**config.mk**
```make
export PLATFORM = sky130hd
export DESIGN_NAME = sleep_timer_pair
export DESIGN_NICKNAME = d
export VERILOG_FILES = /design/src/rtl/sdm_pkg.sv /design/src/rtl/sdm_edge_sync.sv /design/src/rtl/sdm_coarse_fine.sv /design/src/rtl/sdm_entry_lat.sv /design/src/rtl/sleep_timer_pair.sv
export SDC_FILE = /design/constraint.sdc
export NUM_CORES = 1
export LEC_CHECK = 0
export CELL_PAD_IN_SITES_DETAIL_PLACEMENT = 1
export CELL_PAD_IN_SITES_GLOBAL_PLACEMENT = 1
export CORE_MARGIN = 8
export CORE_UTILIZATION = 35
export CTS_CLUSTER_DIAMETER = 200
export CTS_CLUSTER_SIZE = 30
export DETAILED_ROUTE_END_ITERATION = 16
export PLACE_DENSITY_LB_ADDON = 0.1
export SYNTH_ARGS = -nofsm -noshare
export SYNTH_HDL_FRONTEND = slang
export SYNTH_SLANG_ARGS = --single-unit
export TNS_END_PERCENT = 100
```
**constraint.sdc**
```tcl
create_clock -name clk -period 2.8 [get_ports clk]
set_input_delay 0.56 -clock clk [delete_from_list [all_inputs] [get_ports clk]]
set_output_delay 0.56 -clock clk [all_outputs]
set_load 0.01 [all_outputs]
```
**src/rtl/sdm_pkg.sv**
```systemverilog
// Shared definitions for the sleep duration counters.
// Assumes a 2-bit read select on the register port.
package sdm_pkg;
    typedef enum logic [1:0] {
        SEL_COARSE = 2'd0,
        SEL_FINE   = 2'd1,
        SEL_ENTRY  = 2'd2,
        SEL_NONE   = 2'd3
    } sdm_sel_e;
endpackage

```
**src/rtl/sdm_edge_sync.sv**
```systemverilog
// Brings an asynchronous level into the clk domain through STAGES flops.
// Emits a one-cycle pulse on each synchronised rising edge.
// Assumes the input stays high and low for longer than STAGES+1 clk cycles.
module sdm_edge_sync #(
    parameter int STAGES = 2
) (
    input  logic clk,
    input  logic rst_n,
    input  logic async_in,
    output logic rise_pulse
);
    localparam int CHAIN_W = STAGES + 1;

    logic [CHAIN_W-1:0] chain;

    // Shift the sampled level through the synchroniser and the history flop.
    always_ff @(posedge clk) begin
        if (!rst_n) chain <= '0;
        else        chain <= {chain[CHAIN_W-2:0], async_in};
    end

    // Rising edge: the newest synchronised sample is high, the one before it low.
    assign rise_pulse = chain[STAGES-1] & ~chain[STAGES];
endmodule

```
**src/rtl/sdm_coarse_fine.sv**
```systemverilog
// Coarse counter of slow ticks and fine counter of fast cycles since the last tick.
// Also holds a snapshot of the fine count taken when the coarse value is read.
// Assumes tick is a single-cycle pulse in the clk domain.
module sdm_coarse_fine #(
    parameter int SLOW_W = 32,
    parameter int FINE_W = 11
) (
    input  logic              clk,
    input  logic              rst_n,
    input  logic              tick,
    input  logic              restart,
    input  logic              snap,
    output logic [SLOW_W-1:0] coarse,
    output logic [FINE_W-1:0] fine_live,
    output logic [FINE_W-1:0] fine_held
);
    localparam logic [FINE_W-1:0] FINE_MAX = {FINE_W{1'b1}};

    // Coarse count: a new sleep entry clears it, a slow tick advances it.
    always_ff @(posedge clk) begin
        if (!rst_n)       coarse <= '0;
        else if (restart) coarse <= '0;
        else if (tick)    coarse <= coarse + 1'b1;
    end

    // Fine count: every slow tick restarts it, and it stops at its ceiling.
    always_ff @(posedge clk) begin
        if (!rst_n)                     fine_live <= '0;
        else if (tick)                  fine_live <= '0;
        else if (fine_live != FINE_MAX) fine_live <= fine_live + 1'b1;
    end

    // Snapshot: capture the fine count in the same cycle the coarse value is read.
    always_ff @(posedge clk) begin
        if (!rst_n)    fine_held <= '0;
        else if (snap) fine_held <= fine_live;
    end
endmodule

```
**src/rtl/sdm_entry_lat.sv**
```systemverilog
// Counts clk cycles from a start pulse until a stop strobe, then freezes.
// A new start restarts the count. The counter stops at its ceiling.
// Assumes start is a single-cycle pulse.
module sdm_entry_lat #(
    parameter int ENTRY_W = 16
) (
    input  logic               clk,
    input  logic               rst_n,
    input  logic               start,
    input  logic               stop,
    output logic [ENTRY_W-1:0] count,
    output logic               busy
);
    localparam logic [ENTRY_W-1:0] ENTRY_MAX = {ENTRY_W{1'b1}};

    // Measurement flag: set by start, cleared by stop. Start wins when both are high.
    always_ff @(posedge clk) begin
        if (!rst_n)     busy <= 1'b0;
        else if (start) busy <= 1'b1;
        else if (stop)  busy <= 1'b0;
    end

    // Latency count: cleared on start, advanced while busy and not stopping, then held.
    always_ff @(posedge clk) begin
        if (!rst_n)
            count <= '0;
        else if (start)
            count <= '0;
        else if (busy && !stop && count != ENTRY_MAX)
            count <= count + 1'b1;
    end
endmodule

```
**src/rtl/sleep_timer_pair.sv**
```systemverilog
// Top level of the sleep duration counters.
// Measures sleep time as a coarse slow-clock count plus a fine fast-clock offset,
// and measures the latency from the deep-sleep rise to the start of power-down.
// Assumes sleep_deep and pd_start are synchronous to clk. slow_clk_in may be asynchronous.
module sleep_timer_pair #(
    parameter int SLOW_W      = 32,
    parameter int FINE_W      = 11,
    parameter int ENTRY_W     = 16,
    parameter int SYNC_STAGES = 2,
    parameter int DATA_W      = 32
) (
    input  logic              clk,
    input  logic              rst_n,
    input  logic              slow_clk_in,
    input  logic              sleep_deep,
    input  logic              pd_start,
    input  logic              rd_en,
    input  logic [1:0]        rd_sel,
    output logic [DATA_W-1:0] rd_data
);
    import sdm_pkg::*;

    logic               sd_prev;
    logic               sleep_rise;
    logic               slow_tick;
    logic               snap;
    logic [SLOW_W-1:0]  coarse;
    logic [FINE_W-1:0]  fine_live;
    logic [FINE_W-1:0]  fine_held;
    logic [ENTRY_W-1:0] entry_cnt;
    logic               entry_busy;
    logic [DATA_W-1:0]  rd_next;
    sdm_sel_e           sel;

    // Keep the previous deep-sleep level so its rising edge can be found.
    always_ff @(posedge clk) begin
        if (!rst_n) sd_prev <= 1'b0;
        else        sd_prev <= sleep_deep;
    end

    assign sleep_rise = sleep_deep & ~sd_prev;
    assign sel        = sdm_sel_e'(rd_sel);
    assign snap       = rd_en && (sel == SEL_COARSE);

    sdm_edge_sync #(.STAGES(SYNC_STAGES)) u_sync (
        .clk        (clk),
        .rst_n      (rst_n),
        .async_in   (slow_clk_in),
        .rise_pulse (slow_tick)
    );

    sdm_coarse_fine #(.SLOW_W(SLOW_W), .FINE_W(FINE_W)) u_cf (
        .clk       (clk),
        .rst_n     (rst_n),
        .tick      (slow_tick),
        .restart   (sleep_rise),
        .snap      (snap),
        .coarse    (coarse),
        .fine_live (fine_live),
        .fine_held (fine_held)
    );

    sdm_entry_lat #(.ENTRY_W(ENTRY_W)) u_entry (
        .clk   (clk),
        .rst_n (rst_n),
        .start (sleep_rise),
        .stop  (pd_start),
        .count (entry_cnt),
        .busy  (entry_busy)
    );

    // Select the value to read and zero-extend it to the data width.
    always_comb begin
        rd_next = '0;
        unique case (sel)
            SEL_COARSE: rd_next = DATA_W'(coarse);
            SEL_FINE:   rd_next = DATA_W'(fine_held);
            SEL_ENTRY:  rd_next = DATA_W'(entry_cnt);
            SEL_NONE:   rd_next = '0;
        endcase
    end

    // Register the read data. It is updated only when a read is requested.
    always_ff @(posedge clk) begin
        if (!rst_n)     rd_data <= '0;
        else if (rd_en) rd_data <= rd_next;
    end
endmodule

```
# Word level (Yosys, flattened, before mapping)
# Index checks and enable logic that the tools add are counted.
# totals
reg_bits	107
input_bits	8
wordCells	32
# classes
add_sub_neg	3
n_eq_ne	5
muxes	3
bitwise_logic	5
reduce_logical	8
# ops
op	n
$pmux 32 s4	1
$add 32x1->32 const B	1
$add 16x1->16 const B	1
$ne 16x16->1 const B	1
$add 11x1->11 const B	1
$ne 11x11->1 const B	1
$eq 2x2->1 const B	2
$reduce_or 2->1	2
$logic_and 1x1->1	3
$not 1->1	3
$and 1x1->1	2
$eq 2x1->1 const B	1
$logic_not 2->1	1
$mux 1	2
$reduce_bool 2->1	1
$logic_not 1->1	1

# Depth between registers and ports, before layout
# Gate-level depths: netlist of the first run.
# depth
word_depth	3
depth_mapped	7
ltp_nobuf	5

# Cells and area by module
# Synthesis of the first run repeated with hierarchy kept, for this count alone.
# hier_totals
hier_cells	506
area_unflattened_um2	4748.3
# by_module_without_submodules
mod	n_inst	cells_each	area_each_um2	seq_area_each_um2
sdm_coarse_fine	1	266	2449.8	1081.0
sleep_timer_pair	1	139	1332.5	660.6
sdm_entry_lat	1	94	873.3	340.3
sdm_edge_sync	1	7	92.6	60.1

# Worst setup path after synthesis of the first run
# OpenSTA, ideal clock, no wires.
# synth_timing
path_type	in2reg
start	in pd_start
end	reg u_entry.count[11]
setup_time_ps	70
t_arrival_ps	2073
t_required_ps	2730
slack_ps	656
path_stages	6
n_path_buf	2
cell_sequence	nand2b_1 -> buf_2 -> or4_1 -> clkbuf_1 -> or4_1 -> a21oi_1
# synth_via
elab_chain_len	3
# synth_lines
item	line_no	rtl
start, declared	sleep_timer_pair.sv:16	input logic pd_start,
$logic_not 1->1	sdm_entry_lat.sv:29	else if (busy && !stop && count != ENTRY_MAX)
$logic_and 1x1->1 (2 in a row)	sdm_entry_lat.sv:29	
end signal, assigned	sdm_entry_lat.sv:30	count <= count + 1'b1;
end, declared	sdm_entry_lat.sv:11	output logic [ENTRY_W-1:0] count,
# Every way passes these cells.
# A chain may end at the register's enable or synchronous reset.

# Worst setup path in the final report of the first run
# layout_timing
start	reg u_entry.count[1]
end	reg u_entry.count[3]
# layout_via
elab_chain_len	2
# layout_lines
item
branches (longest 2 deep; another with $add 16x1->16)
# Parallel ways; which one is timed is not known.

==> results of run 1 <==
## cells by family after synthesis
| logic type | after synthesis | synth area share |
|---|---|---|
| xor gates and xnor gates | 16 | 0.0298 |
| adders and majority gates | 3 | 0.00799 |
| and+or+nand+nor | 237 | 0.257 |
| AOI/OAI and AO/OA | 132 | 0.170 |
| buffers and inverters | 45 | 0.0378 |
| DFF | 107 | 0.456 |
| muxes | 19 | 0.0405 |
## layer usage
layer,track usage,vias to the layer above
li1,-,2093
met2,0.265,56
met4,0.0619,0
met1,0.185,2110
met3,0.0412,12
met5,0,-
## sequential cells by signal, indices dropped and copies added (netlist names)
signal and count:
rd_data 32, u_sync.chain 3, u_entry.busy 1, u_entry.count 16, u_cf.coarse 32, u_cf.fine_held 11
u_cf.fine_live 11, sd_prev 1
## area by class of cell
class	count	share of cell area
Timing Repair Buffer	55	0.0914
Sequential cell	107	0.384
Multi-Input combinational cell	407	0.427
Tap cell	176	0.0394
Clock buffer	12	0.0441
Clock inverter	4	0.00896
Inverter	9	0.00605
## placed cells by master (no fill, tap or decap), types with 9 or more instances in the layout
master / netlist / layout
a211oi_1: 12 / 12
buf_4: 0 / 16
nand2_1: 50 / 50
o21ai_0: 17 / 17
clkdlybuf4s50_1: 0 / 39
nand4_1: 19 / 19
o31ai_1: 13 / 13
clkbuf_16: 0 / 9
or4_1: 18 / 18
nand3_1: 15 / 15
nor2_1: 70 / 70
nor3_1: 10 / 9
inv_1: 9 / 9
mux2i_1: 19 / 19
or3_1: 23 / 23
a22oi_1: 15 / 15
dfxtp_1: 107 / 107
a21oi_1: 62 / 62
xnor2_1: 10 / 10
## power by group
part | switching (mW) | leakage (nW) | internal (mW)
sequential | 0.0135 | 0.865 | 1.54
combinational | 0.0954 | 0.757 | 0.0586
clock | 0.560 | 0.139 | 0.717
total | 0.669 | 1.76 | 2.31
## worst max-delay path by stage
stage	from	end	slack, ns
6_report	u_entry.count[1]	u_entry.count[3]	0.62
5_1_grt	u_entry.count[1]	u_entry.count[3]	0.37
4_1_cts	pd_start	u_entry.count[11]	0.64
3_5_place_dp	pd_start	u_entry.count[11]	0.27
3_3_place_gp	pd_start	u_entry.count[11]	0.30
2_1_floorplan	pd_start	u_entry.count[11]	0.66
## synthesized netlist by cell type (all sizes together)
cell type / count
a31oi: 2
nand2b: 4
xnor2: 10
o41ai: 3
nor4bb: 1
a211oi: 12
nand3b: 1
or2: 1
or4: 19
o31a: 1
clkbuf: 33
nand4: 20
o311ai: 3
and2: 4
o21a: 1
nor2: 70
nand4b: 1
and4: 5
a21oi: 62
nand3: 15
xor2: 6
and3: 2
nor4: 6
o2111ai: 1
inv: 9
and4b: 1
a22oi: 15
nand2: 50
or3: 23
buf: 3
dfxtp: 107
nor3: 10
o21ai: 17
ha: 3
mux2i: 19
nor2b: 4
o211ai: 2
o31ai: 13
## critical path, delay by kind of cell (launching register included)
family / cells / cell delay, ns
buf+inv: 1 / 0.28
fa+ha+maj: 1 / 0.29
simple gates: 2 / 0.84
flops: 1 / 0.46
compound gates: 2 / 0.25
## per-stage QoR
stage,instances,setup slack (ns),util
floorplan,559,0.656,-
global route,770,0.369,0.423
global placement,754,0.300,0.401
detailed placement,754,0.267,0.401
finish,770,0.615,0.423
CTS,770,0.644,0.423
==> reports/results.txt, run 1 <==
Total CTS buffers: 9
Sequential area share after synthesis: 0.456
Post-Syn Instances: 559
Period Utilization, post-route: 0.780
Skew-Pair Late Insertion Delay: 0.35 ns
Hold path cells: 1
Remaining Overflow, GRT: 0
Nets: 600
Crit Path Max Fanout: 10
Pwr dens: 534 mW/mm^2
Largest net degree at the start of global routing: 29
Outcome: complete, no violations
CTS tree: done
Met2 wire len: 6420 um
Mapped Area: 0.00470 sq mm
Register area: 0.00214 sq mm
Hold Slack: 0.433 ns
Crit path DAT: 2.47 ns
Total power after layout: 2.98 mW
Vias/cell: 5.55
Clock skew: 0.00908 ns
Area of the multi-input gates: 0.00238 sq mm
Setup TNS: 0 ns
Post-CTS Setup Bufs: 0
Post_cts resized: 0
H-tree Lvls: 3
Area after DPL: 0.00529 sq mm
Final Setup Violations: 0
Clock transition at path regs: 0.07 ns
Layout cells sized above 1: 0.0572
Met1 Wirelength: 6090 um
Post-route antenna net violation count: 0
Initial antenna violation count: 0
Worst r2r src: u_entry.count[1]
Post-DP HPWL: 9670 um
Hold_sp: u_sync.chain[0]
First-pass GRT wire length: 22300 um
CP Capture Type: flip-flop
Routed WL: 13300 um
PortBufs: 39
Final min period: 2.18 ns
Post-CTS Hold Buffers: 0
Top-area cell type share of the netlist area: 0.456
Max-slew headroom: 0.523
Chip height: 132 um
Layout area overhead: 18.9%
Slew @ Worst Pin: 0.711 ns
Starting Density: 0.356
FF+latch count, synth: 107
CP Data Required Time: 3.08 ns
Leak Pwr: 1.76 nW
Worst Hold Class: flip-flop to flip-flop
Fillers: 1569
Met3 routed WL: 564 um
DRC Markers: 0
DR iter-0 viols: 180
Syn Nets: 570
Synth cell types: 43
CP Launch Type: flip-flop
DRT Pass-1 Iters: 4
Vias in the first global route: 4418
Design area: 0.00559 sq mm
Critical path's slowest cell: nor4_1
GP Congestion: 0.764
Clock buffer depth: 2
Root buffer cell: clkbuf_16
Fmax: 0.458 GHz
R2R depth: 6
Max Used Layer: met4
Final hold vios: 0
Endpoint, Worst Hold: u_sync.chain[1]
Die width: 132 um
Row count: 42
CTS sink count: 107
RSZ-0062 raised after global routing: no
Crit path cell chain: ha_1 -> nand4_1 -> nor4_1 -> buf_4 -> o21ai_0 -> a21oi_1
Die Area: 0.0174 sq mm
R2R Path End: u_entry.count[3]
Core area: 0.0132 sq mm
Worst vdd ir: 431 uV
Synthesis Warnings: 0
Via Count: 4271
Avg Inst Size Synth: 8.40 sq um
Synth area leaders: dfxtp_1 (46%), a21oi_1 (6.6%), nor2_1 (5.6%)
Io pins: 40
Routed wire per std cell: 17.3 um
Largest area contributor in the netlist: dfxtp_1
WS Path Type: flip-flop to flip-flop
Total GRT Usage: 0.156
Diodes inserted: 0
Max Slew Vio Count: 0
Max-Cap Viols: 0
FF-to-FF setup slack: 0.62 ns
CP peak stage delay: 0.63 ns
No activity file was read; power rests on OpenSTA's default activity.
==> run 2, diff against run 1 <==
==> constraint.sdc (replaced) <==
create_clock -name clk -period 1.9 [get_ports clk]
set_input_delay 0.38 -clock clk [delete_from_list [all_inputs] [get_ports clk]]
set_output_delay 0.38 -clock clk [all_outputs]
set_load 0.01 [all_outputs]
==> reports/results.txt, run 2 (synthesis results as in run 1) <==
CTS tree: done
Total GRT Usage: 0.166 (+0.00953)
Placed cell count: 813 (+7.8%)
CP Data Required Time: 2.19 ns (-0.89 ns)
Largest net degree at the start of global routing: 26 (-10%)
PortBufs: 39 (unchanged)
FF-to-FF setup slack: 0.03 ns (-0.58 ns)
Via Count: 4534 (+6.2%)
Sequential power share: 0.492 (-0.028)
Row count: 42 (unchanged)
Total power after layout: 4.64 mW (+55%)
Max Used Layer: met4
Layout area overhead: 33.5%
Sw frac: 0.223 (-0.000808)
Worst vdd ir: 376 uV (-13%)
Regs by FF count: rd_data: 32 flops, u_cf.coarse: 32 flops, u_entry.count: 16 flops
Max Slew Vio Count: 0 (unchanged)
Comb power frac: 0.054 (+0.002)
Routed WL: 14600 um (+10%)
Hold_sp: u_sync.chain[0]
DR iter-0 viols: 204 (+13%)
Fillers: 1559 (-0.64%)
CTS sink count: 107 (unchanged)
Fmax: 0.535 GHz (+17%)
Clock group share of total power: 0.454 (+0.026)
Crit path DAT: 2.15 ns (-0.32 ns)
Final min period: 1.87 ns (-0.316 ns)
CP peak stage delay: 0.63 ns (about the same)
Root buffer cell: clkbuf_16
Endpoint, Worst Hold: u_sync.chain[1]
Outcome: complete, no violations
Switch Pwr: 1.04 mW (+55%)
Max-Cap Viols: 0 (unchanged)
Critical path's slowest cell: or4_4
First-pass GRT wire length: 23700 um (+6.1%)
Hold path cells: 1 (unchanged)
Fin util: 0.475 (+0.0520)
Die width: 132 um (unchanged)
Post-DP HPWL: 10500 um (+9.1%)
Io pins: 40 (unchanged)
Total CTS buffers: 9 (unchanged)
Hold Slack: 0.435 ns (+0.00263 ns)
Max-slew headroom: 0.717 (+0.195)
Fin cells: 840 (+9.1%)
Pwr dens: 739 mW/mm^2 (+38%)
Leak Pwr: 2.16 nW (+23%)
CP Capture Type: flip-flop
Crit path cell chain: nand3b_1 -> or4_4 -> or4_1 -> a21oi_1
Final Setup Violations: 0 (unchanged)
Vias in the first global route: 4717 (+6.8%)
Slew @ Worst Pin: 0.424 ns (-0.286 ns)
H-tree Lvls: 3 (unchanged)
R2R depth: 4 (-2)
Post-route antenna net violation count: 0 (unchanged)
Chip height: 132 um (unchanged)
Nets: 670 (+12%)
RSZ-0062 raised after global routing: yes
R2R Path End: u_cf.coarse[29]
Final hold vios: 0 (unchanged)
CP Launch Type: flip-flop
Clock transition at path regs: 0.07 ns (about the same)
DRC Markers: 0 (unchanged)
GP Congestion: 0.809 (+5.9%)
Core area: 0.0132 sq mm (unchanged)
Starting Density: 0.356 (unchanged)
Clock skew: 0.00896 ns (-0.000124 ns)
Commonest non-fill, non-tap cells in the layout: dfxtp_1 (97), buf_4 (82), nor2_1 (70)
WS Path Type: flip-flop to flip-flop
Initial antenna violation count: 0 (unchanged)
Most common cell after layout, fill and taps aside: dfxtp_1
Remaining Overflow, GRT: 0 (unchanged)
DRT Pass-1 Iters: 4 (unchanged)
Routed wire per std cell: 17.4 um (+0.89%)
Layout cells sized above 1: 0.199 (+0.142)
Diodes inserted: 0 (unchanged)
Crit Path Max Fanout: 7 (-3)
Skew-Pair Late Insertion Delay: 0.35 ns (about the same)
Clock buffer depth: 2 (unchanged)
Vias/cell: 5.40 (-2.7%)
Met2 wire len: 7260 um (+13%)
Worst Hold Class: flip-flop to flip-flop
Die Area: 0.0174 sq mm (unchanged)
Met1 Wirelength: 6620 um (+8.6%)
Int Pwr: 3.60 mW (+56%)
Worst r2r src: u_sync.chain[2]
Period Utilization, post-route: 0.983 (+0.203)
Met3 routed WL: 360 um (-36%)
[run 2: power groups by stage]
stage	logic, mW	clock network, mW	registers, mW
2_1_floorplan	0.126	0	2.34
3_3_place_gp	0.247	0	2.33
3_5_place_dp	0.253	0	2.33
4_1_cts	0.254	2.16	2.28
5_1_grt	0.278	2.25	2.28
6_report	0.253	2.10	2.28
[run 2: repair_timing]
item / 4_1_cts / 5_1_grt
gates resized for setup: 6 / 26
setup buffers: 4 / 5
cloned: 0 / 2
pin swaps: 3 / 13
setup endpoints to repair: 11 / 15
hold buffers: 0 / 0
[run 2: area by class of cell]
type	instances	area, sq um	area share
clock buffer	11	253	0.0403
inverter	9	33.8	0.00539
tap	176	220	0.0351
multi-input combinational	408	2480	0.395
timing repair buffer	124	1040	0.166
sequential	107	2160	0.344
clock inverter	5	85.1	0.0136
[run 2: worst max-delay path by stage]
| stage | start | depth (start not counted) | slack [ns] | endpoint |
|---|---|---|---|---|
| 2_1_floorplan | u_cf.coarse[4] | 5 | 0.02 | u_cf.coarse[29] |
| 3_3_place_gp | pd_start | 5 | -0.28 | u_entry.count[11] |
| 3_5_place_dp | pd_start | 6 | -0.42 | u_entry.count[15] |
| 4_1_cts | u_cf.coarse[6] | 5 | 0.002 | u_cf.coarse[15] |
| 5_1_grt | u_sync.chain[2] | 5 | -0.04 | u_cf.coarse[30] |
| 6_report | u_sync.chain[2] | 4 | 0.03 | u_cf.coarse[29] |
[run 2: metal layers]
layer | GRT usage | vias to the layer above
met5 | 0 | -
met4 | 0.0791 | 0
met3 | 0.0278 | 25
met2 | 0.292 | 56
met1 | 0.192 | 2218
li1 | - | 2235
[run 2: through the flow]
| step | cell area, sq um | worst slack [ns] | TNS, ns |
|---|---|---|---|
| 2_1_floorplan | 4700 | 0.0164 | 0 |
| 4_1_cts | 6130 | 0.00163 | 0 |
| 5_1_grt | 6270 | -0.0359 | -0.101 |
| 3_3_place_gp | 5740 | -0.275 | -2.06 |
| 6_report | 6270 | 0.0314 | 0 |
| 3_5_place_dp | 5740 | -0.422 | -3.05 |
[run 2: worst max-delay path: cells and delay by family, from the launching register on]
kind | cells | cell delay [ns]
compound gates | 1 | 0.12
flops | 1 | 0.32
simple gates | 3 | 1.35
